`src/rtl/lirq_pkg.sv`:
```
package lirq_pkg;
    parameter int WORD_W    = 32;
    parameter int MAX_WORDS = 8;
    parameter int IDX_W     = 3;

    typedef enum logic [1:0] {
        ACC_NONE = 2'd0,
        ACC_VEC  = 2'd1,
        ACC_EN   = 2'd2
    } acc_kind_e;

    typedef struct packed {
        acc_kind_e          kind;
        logic [IDX_W-1:0]   idx;
    } acc_t;

    // New pending value: requests win over clears in the same cycle.
    function automatic logic [WORD_W-1:0] next_pending(
        input logic [WORD_W-1:0] cur,
        input logic [WORD_W-1:0] clr,
        input logic [WORD_W-1:0] req
    );
        return (cur & ~clr) | req;
    endfunction
endpackage

```
`src/rtl/lirq_decode.sv`:
```
module lirq_decode
    import lirq_pkg::*;
#(
    parameter int NUM_WORDS = 8,
    parameter int ADDR_W    = 8,
    parameter int VEC_BASE  = 'h80,
    parameter int EN_BASE   = 'hA0
) (
    input  logic [ADDR_W-1:0] addr,
    output acc_t              acc
);
    localparam int SPAN = NUM_WORDS * 4;

    int a_int;

    always_comb begin
        a_int    = int'(addr);
        acc.kind = ACC_NONE;
        acc.idx  = '0;
        if (a_int >= VEC_BASE && a_int < VEC_BASE + SPAN) begin
            acc.kind = ACC_VEC;
            acc.idx  = IDX_W'((a_int - VEC_BASE) / 4);
        end else if (a_int >= EN_BASE && a_int < EN_BASE + SPAN) begin
            acc.kind = ACC_EN;
            acc.idx  = IDX_W'((a_int - EN_BASE) / 4);
        end
    end
endmodule

```
`src/rtl/lirq_word.sv`:
```
module lirq_word
    import lirq_pkg::*;
(
    input  logic              clk,
    input  logic              rst,
    input  logic [WORD_W-1:0] req,
    input  logic              clr_we,
    input  logic              en_we,
    input  logic [WORD_W-1:0] wr_data,
    output logic [WORD_W-1:0] pend_q,
    output logic [WORD_W-1:0] en_q
);
    logic [WORD_W-1:0] clr_mask;

    always_comb clr_mask = clr_we ? wr_data : '0;

    always_ff @(posedge clk) begin
        if (rst) begin
            pend_q <= '0;
            en_q   <= '0;
        end else begin
            pend_q <= next_pending(pend_q, clr_mask, req);
            if (en_we)
                en_q <= wr_data;
        end
    end
endmodule

```
`src/rtl/lirq_summary.sv`:
```
module lirq_summary
    import lirq_pkg::*;
#(
    parameter int NUM_WORDS = 8
) (
    input  logic [NUM_WORDS*WORD_W-1:0] pend,
    input  logic [NUM_WORDS*WORD_W-1:0] en,
    output logic                        irq
);
    logic [NUM_WORDS-1:0] word_hit;

    for (genvar g = 0; g < NUM_WORDS; g++) begin : g_hit
        assign word_hit[g] = |(pend[g*WORD_W +: WORD_W] & en[g*WORD_W +: WORD_W]);
    end

    assign irq = |word_hit;
endmodule

```
`src/rtl/lirq_link_collector.sv`:
```
module lirq_link_collector
    import lirq_pkg::*;
#(
    parameter int NUM_WORDS = 8,
    parameter int ADDR_W    = 8,
    parameter int VEC_BASE  = 'h80,
    parameter int EN_BASE   = 'hA0
) (
    input  logic                        clk,
    input  logic                        rst,
    input  logic [NUM_WORDS*WORD_W-1:0] req_pulse,
    input  logic                        wr_en,
    input  logic [ADDR_W-1:0]           addr,
    input  logic [WORD_W-1:0]           wr_data,
    output logic [WORD_W-1:0]           rd_data,
    output logic                        irq_out
);
    localparam int NSRC = NUM_WORDS * WORD_W;

    acc_t              acc;
    logic [WORD_W-1:0] pend_w [NUM_WORDS];
    logic [WORD_W-1:0] en_w   [NUM_WORDS];
    logic [NSRC-1:0]   pend_all;
    logic [NSRC-1:0]   en_all;

    lirq_decode #(
        .NUM_WORDS(NUM_WORDS), .ADDR_W(ADDR_W),
        .VEC_BASE(VEC_BASE),   .EN_BASE(EN_BASE)
    ) u_dec (
        .addr (addr),
        .acc  (acc)
    );

    for (genvar g = 0; g < NUM_WORDS; g++) begin : g_word
        logic clr_we_g;
        logic en_we_g;
        assign clr_we_g = wr_en && acc.kind == ACC_VEC && int'(acc.idx) == g;
        assign en_we_g  = wr_en && acc.kind == ACC_EN  && int'(acc.idx) == g;

        lirq_word u_word (
            .clk     (clk),
            .rst     (rst),
            .req     (req_pulse[g*WORD_W +: WORD_W]),
            .clr_we  (clr_we_g),
            .en_we   (en_we_g),
            .wr_data (wr_data),
            .pend_q  (pend_w[g]),
            .en_q    (en_w[g])
        );

        assign pend_all[g*WORD_W +: WORD_W] = pend_w[g];
        assign en_all[g*WORD_W +: WORD_W]   = en_w[g];
    end

    always_comb begin
        rd_data = '0;
        for (int w = 0; w < NUM_WORDS; w++) begin
            if (int'(acc.idx) == w) begin
                if (acc.kind == ACC_VEC) rd_data = pend_w[w];
                if (acc.kind == ACC_EN)  rd_data = en_w[w];
            end
        end
    end

    lirq_summary #(.NUM_WORDS(NUM_WORDS)) u_sum (
        .pend (pend_all),
        .en   (en_all),
        .irq  (irq_out)
    );
endmodule

```
`config.mk`:
```
export PLATFORM = sky130hd
export DESIGN_NAME = lirq_link_collector
export DESIGN_NICKNAME = d
export VERILOG_FILES = /design/src/rtl/lirq_pkg.sv /design/src/rtl/lirq_decode.sv /design/src/rtl/lirq_word.sv /design/src/rtl/lirq_summary.sv /design/src/rtl/lirq_link_collector.sv
export SDC_FILE = /design/constraint.sdc
export NUM_CORES = 1
export LEC_CHECK = 0
export ABC_AREA = 1
export ABC_CLOCK_PERIOD_IN_PS = 2650
export BUFFER_PORTS_ARGS = -buffer_cell sky130_fd_sc_hd__buf_2
export CELL_PAD_IN_SITES_DETAIL_PLACEMENT = 1
export CELL_PAD_IN_SITES_GLOBAL_PLACEMENT = 1
export CORE_MARGIN = 3
export CORE_UTILIZATION = 35
export CTS_CLUSTER_DIAMETER = 120
export DETAILED_ROUTE_END_ITERATION = 7
export PLACE_DENSITY_LB_ADDON = 0.1
export SKIP_CTS_REPAIR_TIMING = 1
export SLEW_MARGIN = 20
export SYNTH_ARGS = -nofsm -noshare
export SYNTH_HDL_FRONTEND = slang
export SYNTH_HIERARCHICAL = 1
export SYNTH_SLANG_ARGS = --single-unit
```
`constraint.sdc`:
```
create_clock -name clk -period 2.65 [get_ports clk]
set_input_delay 0.1325 -clock clk [delete_from_list [all_inputs] [get_ports clk]]
set_output_delay 0.1325 -clock clk [all_outputs]
set_load 0.005 [all_outputs]
```
; ---- After elaboration in Yosys (flattened, before gate mapping)
; Index checks and enable logic that the tools add are counted.
; W data, S select, Z words.
[word_totals]
output_inout_bits = 33
reg_bits = 512
input_bits = 299
word_cells = 125
[classes]
n_eq_ne = 9
n_bitwise = 34
magnitude_cmp = 4
n_reduce_logical = 24
n_addsub = 4
mux = 34
[ops]
columns = operator, n
row1 = $mux W32, 32
row2 = $and A32 B32 Y32, 16
row3 = $not A32 Y32, 8
row4 = $or A32 B32 Y32, 8
row5 = $reduce_or A256 Y1, 1
row6 = $logic_and A1 B1 Y1, 20
row7 = $sub A8 B8 Y9 const B, 2
row8 = $ge A8 B8 Y1 const B, 2
row9 = $lt A8 B8 Y1 const B, 2
row10 = $eq A3 B3 Y1 const B, 4
row11 = $mux W5, 2
row12 = $add A3 B1 Y3, 2
row13 = $eq A3 B2 Y1 const B, 2
row14 = $reduce_or A2 Y1, 2
row15 = $eq A3 B1 Y1 const B, 1
row16 = $logic_not A3 Y1, 1
row17 = $and A1 B1 Y1, 2
row18 = $eq A2 B1 Y1 const B, 1
row19 = $eq A2 B2 Y1 const B, 1

; ---- Longest topological paths before layout
[depth]
depth_word = 31
mapped_depth = 20
mapped_depth_nobuf = 18

; ---- Cells and area by module
; The synthesis kept the hierarchy.
[by_module_without_submodules]
columns = module, area_per_inst_um2, seq_area_each_um2, instances, cells_per_inst
row1 = lirq_word, 2339.7, 1281.2, 8, 306
row2 = lirq_link_collector, 5330.1, 0.0, 1, 1085
row3 = lirq_summary, 1722.9, 0.0, 1, 423
row4 = lirq_decode, 170.2, 0.0, 1, 31

; ---- Worst setup path before layout
; OpenSTA, ideal clock, no wires.
[synth_path]
path_kind = input -> register
from = input port addr[0]
to = register g_word[6].u_word.pend_q[10]
setup_ns = 0.120
arrival_ns = 2.188
setup_slack_ns = 0.342
n_path_buf = 2
stages = 18
required_time_ns = 2.530
cell_sequence = nor2_1 nor2_1 ha_1 ha_1 inv_1 nand2_1 nand2_1 nand2_1 nand2_1 inv_4 nor3_4 buf_2 inv_2 nor2_1 buf_2 nand2_1 nand2_1 a21oi_1
[synth_rtl]
columns = element, line
row1 = from (decl), lirq_link_collector.sv:13  ; input logic [ADDR_W-1:0] addr,
row2 = to (signal assigned), lirq_word.sv:22  ; pend_q <= next_pending(pend_q, clr_mask, req);
row3 = to (decl), lirq_word.sv:10  ; output logic [WORD_W-1:0] pend_q,

==> impl_metrics.json <==
{
  "netlist_instances": 3987,
  "vias": 29768,
  "yosys-top-cells-area": "dfxtp_1 (40%), nand2_1 (28%), a21oi_1 (11%)",
  "dieArea_um2": 77400,
  "numClockSinks": 512,
  "min_from": "wr_data[21]",
  "synth_top_flop_cell": "dfxtp_1",
  "portBuffers": 331,
  "yosys_register_bits": 512,
  "yosysUniqueCellTypes": 26,
  "path_class": "in2out",
  "worst_r2r_startpoint": "g_word[3].u_word/pend_q[2]",
  "layout.nets": 4882,
  "r2r_cells": 3,
  "tightestPinTransition_ps": 973,
  "cts_tree": "built",
  "peakVddDrop_mv": 0.490,
  "grt_pass1_vias": 27071,
  "crit_fanout": 7,
  "highest_layer": "met4",
  "synth_edf_count": 0,
  "cts_buffer_depth": 3,
  "status": "finished, final reports clean",
  "finalCritPeriodShare_pct": 98.7,
  "hold_slack_ps": 79.5,
  "holdPathStages": 3,
  "via_per_inst": 5.33,
  "avgSynthCellArea_um2": 6.51,
  "rows": 99,
  "syn2layout_area_growth_pct": 31.6,
  "max_freq_ghz": 0.382,
  "wl_per_cell_um": 24.7,
  "dp.cells": 5199,
  "p_per_area_nw_per_um2": 574,
  "synthTopCellsByCount": "nand2_1 (1,961), a21oi_1 (545), dfxtp_1 (512), inv_1 (289)",
  "synth_top_area_cell": "dfxtp_1",
  "grt_setup_unrepaired": "true",
  "async_flop_share_pct": 0,
  "grt_overflow": 0,
  "drc": 0,
  "yosysMostFrequentCell": "nand2_1",
  "period_minus_slack_ps": 2620,
  "syn_nets": 4290,
  "drt.antenna.violating_nets": 0,
  "maxSlewHeadroom_pct": 35.2,
  "core-area_um2": 73200,
  "hold_path_class": "in2reg",
  "die_x_um": 278,
  "first_pass_iters": 5,
  "path_clk_slew_ps": 70,
  "r2r_slack_ps": 1380,
  "fill_cells": 9497,
  "hold_viol_final": 0,
  "start_kind": "input pin",
  "numCtsBuffers": 59,
  "setup_viol_count_final": 0,
  "fin_skew_ps": 0,
  "drv_slew": 0,
  "regArea_um2": 10300,
  "start_util_pct": 35.4,
  "grt_max_degree": 86,
  "arrival_ps": 2480,
  "yosysSeqAreaShare_pct": 39.5,
  "place_congestion": 0.962,
  "min_to": "g_word[5].u_word/en_q[21]",
  "wl_um": 138000,
  "hpwl_um": 92600,
  "drive_gt1_share_pct": 15.6,
  "r2r_end": "g_word[3].u_word/pend_q[2]",
  "critPathRequiredTime_ps": 2520,
  "clk_latency_ps": 620,
  "instances_no_fill": 5588,
  "cts_max_level": 2,
  "io_pins": 332,
  "grtUsageTotal_pct": 32.8,
  "max-cap-violations": 0,
  "syn-cell-area_um2": 25900,
  "synth_top_area_share_pct": 39.5,
  "end_kind": "primary output",
  "met1_length_um": 60000,
  "grt_pass1_wl_um": 187000,
  "die_h_um": 278,
  "wl_met2_um": 63400,
  "p_leak_nw": 15.1,
  "multi_input_area_um2": 13200,
  "root_buffer": "clkbuf_16",
  "drt-initial-drc-count": 2909,
  "ys_warn_count": 6,
  "wl_met3_um": 10200,
  "grt_antenna_before_repair": 4
}
==> layout make-up <==
type | count | area share, %
multi-input combinational | 2938 | 38.6
sequential | 512 | 30.0
timing repair buffer | 761 | 18.1
clock inverter | 29 | 1.17
clock buffer | 80 | 5.00
tap | 959 | 3.51
antenna | 2 | 0.0147
inverter | 307 | 3.53
==> worst max-delay path: stages <==
cell     delay [ps]
buf_2           110
nor2_4          110
nor2_1           60
ha_1            190
ha_2            310
nand2_1          80
nand2_4         100
inv_4            50
buf_12          120
nor3_4          230
buf_12          160
buf_12          130
buf_4           140
nand2_1          50
nand2_1         160
nor3_4           70
nand4_1         130
buf_2           140
==> power by group <==
part	switching (mW)	internal, mW	total [mW]
combinational	1.34	0.872	2.21
clock	3.69	5.37	9.07
sequential	0.337	7.99	8.33
total	5.37	14.2	19.6
==> flip-flops by register name (all words and copies together) (netlist names) <==
signal                count
g_word.u_word/pend_q    256
g_word.u_word/en_q      256
==> placed cells by master, fill, tap and decap left out, drive strengths merged <==
cell type	instances
a22o	93
nand3	140
nor3	34
nand4	85
clkinv	21
o21ai	3
a21oi	545
dfxtp	512
nand2	1963
bufinv	9
inv	300
dlygate4sd3	267
buf	493
diode	2
clkinvlp	6
nor2	71
clkbuf	81
ha	4
==> layer usage <==
layer	track usage, %	vias up
met5	0	-
met4	9.53	0
met3	4.60	209
met2	52.5	1143
met1	46.1	14615
li1	-	13801
==> cells by family (layout without fill, tap and decap cells) <==
group                      count (synthesis)  count (layout)  share of synthesized area [%]
other                                      0               2                              0
DFF                                      512             512                           39.5
AOI/OAI and AO/OA                        641             641                           13.7
and+or+nand+nor                         2292            2293                           35.8
adders and majority gates                  4               4                          0.193
buffers and inverters                    538            1177                           10.7
==> worst max-delay path by stage <==
stage	end	depth (start not counted)	start	slack [ps]
after CTS	rd_data[14]	19	addr[0]	-110
after detailed placement	rd_data[14]	19	addr[0]	-110
after floorplan	g_word[6].u_word/pend_q[10]	18	addr[0]	340
final	rd_data[24]	18	addr[0]	30
after global routing	rd_data[31]	18	addr[0]	-40
after global placement	rd_data[14]	19	addr[0]	-110
==> stage by stage <==
step                      instance area, um^2  setup TNS, ps  setup slack (ps)  utilization, %  power, mW
after floorplan                         25900              0               342               -       9.13
after global placement                  29000           -895              -107            39.5       10.3
after detailed placement                29000          -1730              -113            39.5       10.3
after CTS                               31100           -920              -115            42.4       19.2
after global routing                    34100           -349             -38.2            46.6       20.1
final                                   34100              0              35.0            46.6       19.6
No activity file was read; power rests on OpenSTA's default activity.
